<file path="config.mk">
export PLATFORM = sky130hd
export DESIGN_NAME = rxf_fifo
export DESIGN_NICKNAME = d
export VERILOG_FILES = /design/src/rtl/rxf_pkg.sv /design/src/rtl/rxf_ctrl.sv /design/src/rtl/rxf_store.sv /design/src/rtl/rxf_fifo.sv
export SDC_FILE = /design/constraint.sdc
export NUM_CORES = 1
export LEC_CHECK = 0
export BUFFER_PORTS_ARGS = -buffer_cell sky130_fd_sc_hd__buf_2
export CAP_MARGIN = 20
export CORE_MARGIN = 8
export CORE_UTILIZATION = 40
export CTS_BUF_LIST = sky130_fd_sc_hd__clkbuf_2
export CTS_CLUSTER_DIAMETER = 80
export CTS_CLUSTER_SIZE = 16
export DETAILED_ROUTE_END_ITERATION = 8
export PLACE_DENSITY = 0.63
export SLEW_MARGIN = 20
export SYNTH_ARGS = -nofsm -noshare
export SYNTH_HDL_FRONTEND = slang
export SYNTH_SLANG_ARGS = --single-unit
</file>
<file path="constraint.sdc">
create_clock -name clk -period 5.74 [get_ports clk]
set_input_delay 1.722 -clock clk [delete_from_list [all_inputs] [get_ports clk]]
set_output_delay 1.722 -clock clk [all_outputs]
set_load 0.02 [all_outputs]
</file>
<file path="src/rtl/rxf_pkg.sv">
package rxf_pkg;
    localparam int WORD_BYTES = 4;

    typedef enum logic [1:0] {
        FS_EMPTY = 2'd0,
        FS_PART  = 2'd1,
        FS_FULL  = 2'd2
    } fill_state_t;
endpackage

</file>
<file path="src/rtl/rxf_ctrl.sv">
module rxf_ctrl #(
    parameter int DEPTH = 64,
    parameter int CW    = $clog2(DEPTH) + 1
) (
    input  logic          clk,
    input  logic          rst_n,
    input  logic          byte_valid,
    input  logic          word_rd,
    input  logic          fifo_clear,
    input  logic          uflow_ack,
    output logic [CW-1:0] count,
    output logic [2:0]    avail,
    output logic [2:0]    pop_n,
    output logic          push,
    output logic          is_empty,
    output logic          uflow
);
    import rxf_pkg::*;

    fill_state_t   state, state_nxt;
    logic [CW-1:0] count_nxt;
    logic          is_full;

    // Bytes one host read would remove.
    always_comb begin
        if (count >= CW'(WORD_BYTES)) avail = 3'(WORD_BYTES);
        else                          avail = count[2:0];
    end

    assign pop_n = (word_rd && !fifo_clear) ? avail : 3'd0;
    assign push  = byte_valid && !fifo_clear && !is_full;

    always_comb begin
        if (fifo_clear) count_nxt = '0;
        else            count_nxt = count - CW'(pop_n) + CW'(push);
    end

    // Next-state logic: T_FLUSH, T_FILL, T_TOP, T_DRAIN, T_DRY.
    always_comb begin
        state_nxt = state;
        unique case (state)
            FS_EMPTY: if (count_nxt != '0) state_nxt = (count_nxt == CW'(DEPTH)) ? FS_FULL : FS_PART;
            FS_PART:  if (count_nxt == '0) state_nxt = FS_EMPTY;
                      else if (count_nxt == CW'(DEPTH)) state_nxt = FS_FULL;
            FS_FULL:  if (count_nxt == '0) state_nxt = FS_EMPTY;
                      else if (count_nxt != CW'(DEPTH)) state_nxt = FS_PART;
            default:  state_nxt = FS_EMPTY;
        endcase
    end

    // State register.
    always_ff @(posedge clk or negedge rst_n) begin
        if (!rst_n) state <= FS_EMPTY;
        else        state <= state_nxt;
    end

    // Output decode.
    always_comb begin
        is_empty = 1'b0;
        is_full  = 1'b0;
        unique case (state)
            FS_EMPTY: is_empty = 1'b1;
            FS_PART:  ;
            FS_FULL:  is_full  = 1'b1;
            default:  is_empty = 1'b1;
        endcase
    end

    // Count and sticky underrun.
    always_ff @(posedge clk or negedge rst_n) begin
        if (!rst_n) begin
            count <= '0;
            uflow <= 1'b0;
        end else begin
            count <= count_nxt;
            if (fifo_clear)                  uflow <= 1'b0;
            else if (word_rd && count == '0) uflow <= 1'b1;
            else if (uflow_ack)              uflow <= 1'b0;
        end
    end
endmodule

</file>
<file path="src/rtl/rxf_store.sv">
module rxf_store #(
    parameter int DEPTH = 64,
    parameter int AW    = $clog2(DEPTH)
) (
    input  logic        clk,
    input  logic        rst_n,
    input  logic        fifo_clear,
    input  logic        push,
    input  logic [7:0]  byte_in,
    input  logic [2:0]  pop_n,
    input  logic [2:0]  avail,
    output logic [31:0] word_out
);
    import rxf_pkg::*;

    logic [7:0]    mem [DEPTH];
    logic [AW-1:0] wptr, rptr;

    always_ff @(posedge clk) begin
        if (push) mem[wptr] <= byte_in;
    end

    always_ff @(posedge clk or negedge rst_n) begin
        if (!rst_n) begin
            wptr <= '0;
            rptr <= '0;
        end else if (fifo_clear) begin
            wptr <= '0;
            rptr <= '0;
        end else begin
            if (push) wptr <= wptr + AW'(1);
            rptr <= rptr + AW'(pop_n);
        end
    end

    // One lane per byte of the host word; lanes past the held count read zero.
    for (genvar ln = 0; ln < WORD_BYTES; ln++) begin : g_lane
        logic [AW-1:0] idx;
        assign idx = rptr + AW'(ln);
        assign word_out[8*ln +: 8] = (3'(ln) < avail) ? mem[idx] : 8'h00;
    end
endmodule

</file>
<file path="src/rtl/rxf_fifo.sv">
module rxf_fifo #(
    parameter int DEPTH = 64,
    parameter int CW    = $clog2(DEPTH) + 1
) (
    input  logic          clk,
    input  logic          rst_n,
    input  logic          byte_valid,
    input  logic [7:0]    byte_data,
    input  logic          word_rd,
    output logic [31:0]   word_data,
    input  logic          fifo_clear,
    input  logic          uflow_ack,
    output logic [CW+4:0] fifo_status,
    output logic [2:0]    resp_irq
);
    logic [CW-1:0] count;
    logic [2:0]    avail, pop_n;
    logic          push, is_empty, uflow, ready;

    rxf_ctrl #(.DEPTH(DEPTH), .CW(CW)) u_ctrl (
        .clk(clk), .rst_n(rst_n), .byte_valid(byte_valid), .word_rd(word_rd),
        .fifo_clear(fifo_clear), .uflow_ack(uflow_ack), .count(count),
        .avail(avail), .pop_n(pop_n), .push(push), .is_empty(is_empty), .uflow(uflow)
    );

    rxf_store #(.DEPTH(DEPTH)) u_store (
        .clk(clk), .rst_n(rst_n), .fifo_clear(fifo_clear), .push(push),
        .byte_in(byte_data), .pop_n(pop_n), .avail(avail), .word_out(word_data)
    );

    assign ready       = count >= CW'(4);
    assign fifo_status = {is_empty, count, count >= CW'(64), count >= CW'(32),
                          count >= CW'(16), ready};
    assign resp_irq    = {ready, !is_empty, uflow};
endmodule

</file>
==> results.md <==
- The flow ran to the end, but the final reports show violations.
- The checks that failed: setup timing.
- The post-synthesis simple-gate area fraction is 5.32%.
- Sequential cells were found to cover 47.3% of the synthesized design area.
- The finished cells cover 0.0406 mm^2.
- In the synthesized netlist, the cells that appear most often are 548 x sky130_fd_sc_hd__mux4_2, 512 x sky130_fd_sc_hd__edfxtp_1, 124 x sky130_fd_sc_hd__nand2_1, 119 x sky130_fd_sc_hd__nor2_1, 81 x sky130_fd_sc_hd__buf_2.
- The endpoint identified for the worst register-to-register timing path is u_ctrl.state[1].
- The max-capacitance violation count is 0.
- The vertical die dimension is roughly 310 um.
- In this design, the stage delay of the slowest critical-path cell is approximately 0.64 ns.
- The H-tree generated during clock tree synthesis spans 2 levels.
- The wire length of the first global-routing pass is ~180000 um.
- The synthesized netlist devotes 0.646% of its cell area to XOR and XNOR gates.
- The post-synthesis mux area share is 39.5%.
- The buffer type at the clock tree root is sky130_fd_sc_hd__clkbuf_2.
- The count of buffers inserted at the top-level ports is 60.
- The relative slew slack is between 20% and 30%.
- Routability-driven placement finished with a final weighted congestion of between 0.9 and 1.
- The most numerous cell type found on the critical path is sky130_fd_sc_hd__buf_6.
- In this run the worst path has a maximum fanout of 7.
- The critical path in this run is classified as reg2out.
- The number of iterations in the first detailed-routing pass is 7.
- The cts-stage hold buffer count is 0.
- The clock-pin slew of the registers on the worst-case setup and hold paths is 0.35 ns.
- The total length of routed wires is roughly 130000 um.
- The aggregate global routing overflow is 0.
- The initial standard-cell utilization of the core is between 40% and 50%.
- Of the cells placed in the final design, the portion with a size suffix greater than 1 is 54.4%.
- For this run, the number of standard cells in the final layout without fillers is 3315.
- The adder-cell share of the synthesized area is less than 1%.
- After filler insertion, the fill cell instance count of the layout stands at around 7000.
- By area the synthesized netlist is led by sky130_fd_sc_hd__edfxtp_1 46%, sky130_fd_sc_hd__mux4_2 37%, sky130_fd_sc_hd__dfrtp_1 1.6%.
- Setup repair after global routing could not meet its margin everywhere.
- The sort of element at the end of the critical path is an output pin.
- For the final database, setup skew stands at 0.0921 ns.
- The post-layout minimum cycle time is 6.00 ns.
- The routed wire length per instance is 38.2 um.
- During I/O placement, the number of pins put on the boundary was 61.
- The number of clock buffers added by TritonCTS is 41.
- The final hold violation count is 0.
- The die outline area is 0.0938 mm^2.
- At the end of the flow the core is filled with cells to between 40% and 50%.
- In the synthesized netlist the async set-or-reset flop fraction comes to about 4%.
- The count of flip-flops with a built-in enable after synthesis is 512.
- The CTS sink count is between 500 and 600.
- Counting distinct cell types in the post-synthesis netlist gives 65.
- The post-synthesis register bit count is 534.
- Among all flip-flop cells after synthesis, the most frequent one is sky130_fd_sc_hd__edfxtp_1.
- In the final layout, flip-flops and latches occupy about 0.016 mm^2.
- The DRC violation count after routing is 0.
- The synthesized netlist devotes under 10% of its cell area to compound gates.
- The half-perimeter wire length of the detailed placement result is approximately 74000 um.
- Setup slack on the critical path of the routed design comes to -0.257 ns.
- The total area inside the core boundary comes to 0.0836 mm^2.
- The area of the mapped netlist is 0.0337 mm^2.
- The number of cells after detailed placement is 3067.
- Data arrives at the worst endpoint at 4.27 ns.
- From synthesis to final layout, the design area changed by 20.6%.
- The final layout net count is 2249.
- The floorplan has approximately 110 rows.
- A synthesized cell averages about 17 um^2.
- The sum of internal, switching and leakage power is 0.0104 W.
- The combinational family with the most area after synthesis is multiplexers.
- The top cell type by area accounts for 45.6% of the synthesized area.
- The TritonCTS clock tree is yes.
- The number of vias in the routed layout is ~24000.
- The type of the tightest min-delay check is in2async.
- The number of antenna violations at the first check in global routing is 3.
- The peak clock frequency supported by timing is 167 MHz.
- The placed instance area is 0.0358 mm^2.
- The cell taking the most area after synthesis is sky130_fd_sc_hd__edfxtp_1.
- Setup violations remaining at the end of the flow were counted as 31.
- After the first detailed-routing iteration, the DRC count stood at 4412.
- Data on the critical path is required at its endpoint by ~4.0 ns.
- For this run, the number of Yosys warnings is 0.
- The share of the clock period used by the worst path is 104%.
- Measured in cells, the most critical reg-to-reg path has a length of 14.
- In this run the static leakage power is 12.9 nW.
- The internal reg-to-reg setup slack is a little over 2 ns.
- The max-slew violation total from the final report is 0.
- For the pin with the worst max-slew slack, the measured transition is roughly 1.2 ns.
- The vias per cell is around 7.3.
- Entering global routing, the biggest net connects around 110 pins.
- The worst-case vdd ir drop is between 0.0003 and 0.0004 V.
- In this run the critical register-to-register path is launched from u_ctrl.count[5].
- In the final layout, the multi-input gates occupy approximately 0.018 mm^2.
- Clock latency on the worst-skew pair, taken at its later pin, is 1.19 ns.
- Traced cell by cell, the critical path runs through buf_6, ha_4, xor2_4, buf_6, buf_6, bufbuf_16, mux4_2, o22ai_2, nor2_4, a22oi_2, nand4_1, buf_6.
- The via count of the first global-routing pass is 23200.
- In this run the remaining antenna-violating nets after routing total 0.
- Dividing total power by cell area gives a power density of between 200 and 300 mW/mm^2.
- The launching element type of the critical path is a register.
- The most numerous cell in the Yosys netlist is sky130_fd_sc_hd__mux4_2.
- No sink is reached through more buffers than the 3 on the longest clock path.
- For this run, the total global-route usage over all layers was measured as about a quarter.
- Counting every instance in the synthesized netlist gives 1961.
- The slowest stage cell on the critical path is sky130_fd_sc_hd__dfrtp_4.
- From left edge to right edge, the die measures between 300 and 400 um.
## cells by family (layout without fill, tap and decap cells)
family | count (synthesis) | in the layout
flops | 534 | 534
simple gates | 382 | 382
xor+xnor | 24 | 24
buf+inv | 197 | 468
compound gates | 164 | 164
other cells | 1 | 4
mux | 635 | 635
fa+ha+maj | 24 | 24
## routing by layer
| metal | GRT usage, % | part of all wire (%) | up-vias |
|---|---|---|---|
| met3 | 9.06 | 15 | 419 |
| met5 | 0.930 | 0.10 | - |
| met4 | 13.9 | 6.6 | 4 |
| met2 | 38.6 | 44 | 2358 |
| li1 | - | - | 8968 |
| met1 | 33.4 | 34 | 12500 |
## layout make-up
class,instances,share of cell area (%)
well taps,1080,3.33
flip-flops and latches,534,39.2
repair buffers,377,11.7
clock buffers,56,0.690
inverters,26,0.296
clock inverters,9,0.206
diodes,2,0.0123
multi-input cells,1231,44.5
## flip-flops by register name, indices dropped and copies added, names as in the netlist
signal and flops:
u_store.rptr 6, u_ctrl.state 2, u_store.mem 512, u_store.wptr 6, u_ctrl.count 7, u_ctrl.uflow 1
## where the power goes
group	internal, W	leakage, nW	switching (W)
Sequential	0.00431	4.89	0.0000483
Clock	0.000312	0.267	0.00128
Combinational	0.00203	7.74	0.00244
## critical path, delay by kind of cell, from the launching register on
family / cells / cell delay (ns)
adders and majority gates: 1 / 0.17
buffers and inverters: 5 / 0.93
AOI/OAI and AO/OA: 2 / 0.37
and+or+nand+nor: 2 / 0.39
muxes: 1 / 0.31
DFF: 1 / 0.64
xor gates and xnor gates: 1 / 0.26
## placed cells by master (no fill, tap or decap), types with 35 or more instances in the layout
cell type | netlist | final
sky130_fd_sc_hd__mux4_2 | 548 | 551
sky130_fd_sc_hd__edfxtp_1 | 512 | 512
sky130_fd_sc_hd__buf_4 | 22 | 191
sky130_fd_sc_hd__nand2_1 | 124 | 120
sky130_fd_sc_hd__nor2_1 | 119 | 96
sky130_fd_sc_hd__buf_6 | 8 | 57
sky130_fd_sc_hd__clkbuf_2 | 0 | 56
sky130_fd_sc_hd__buf_16 | 0 | 38
sky130_fd_sc_hd__buf_12 | 0 | 37
sky130_fd_sc_hd__mux2_2 | 35 | 35
sky130_fd_sc_hd__mux2i_1 | 49 | 35
## how the worst max path moves through the flow
stage / from / end / slack (ns) / cells past startpoint
2_1_floorplan: u_store.rptr[1] / word_data[25] / 0.40 / 13
3_3_place_gp: u_store.rptr[1] / word_data[30] / 0.38 / 8
3_5_place_dp: u_store.rptr[1] / word_data[28] / 0.36 / 8
4_1_cts: u_store.rptr[1] / word_data[30] / -0.27 / 11
5_1_grt: u_store.rptr[1] / word_data[30] / -0.33 / 11
6_report: u_store.rptr[0] / word_data[14] / -0.26 / 12
## per-stage QoR
step	TNS (ns)	hold slack, ns	setup slack, ns
floorplan	0	0.475	0.401
global placement	0	0.508	0.383
detailed placement	0	0.499	0.361
CTS	-4.81	0.426	-0.270
global route	-6.94	0.449	-0.329
finish	-4.09	0.471	-0.257
## repair_timing
action / 4_1_cts / 5_1_grt
gates cloned: 39 / 6
pin swaps: 55 / 42
resized for setup: 320 / 112
buffers inserted: 93 / 51
endpoints found under the setup margin: 32 / 32
Note: power is estimated with default switching activity, not from simulation.
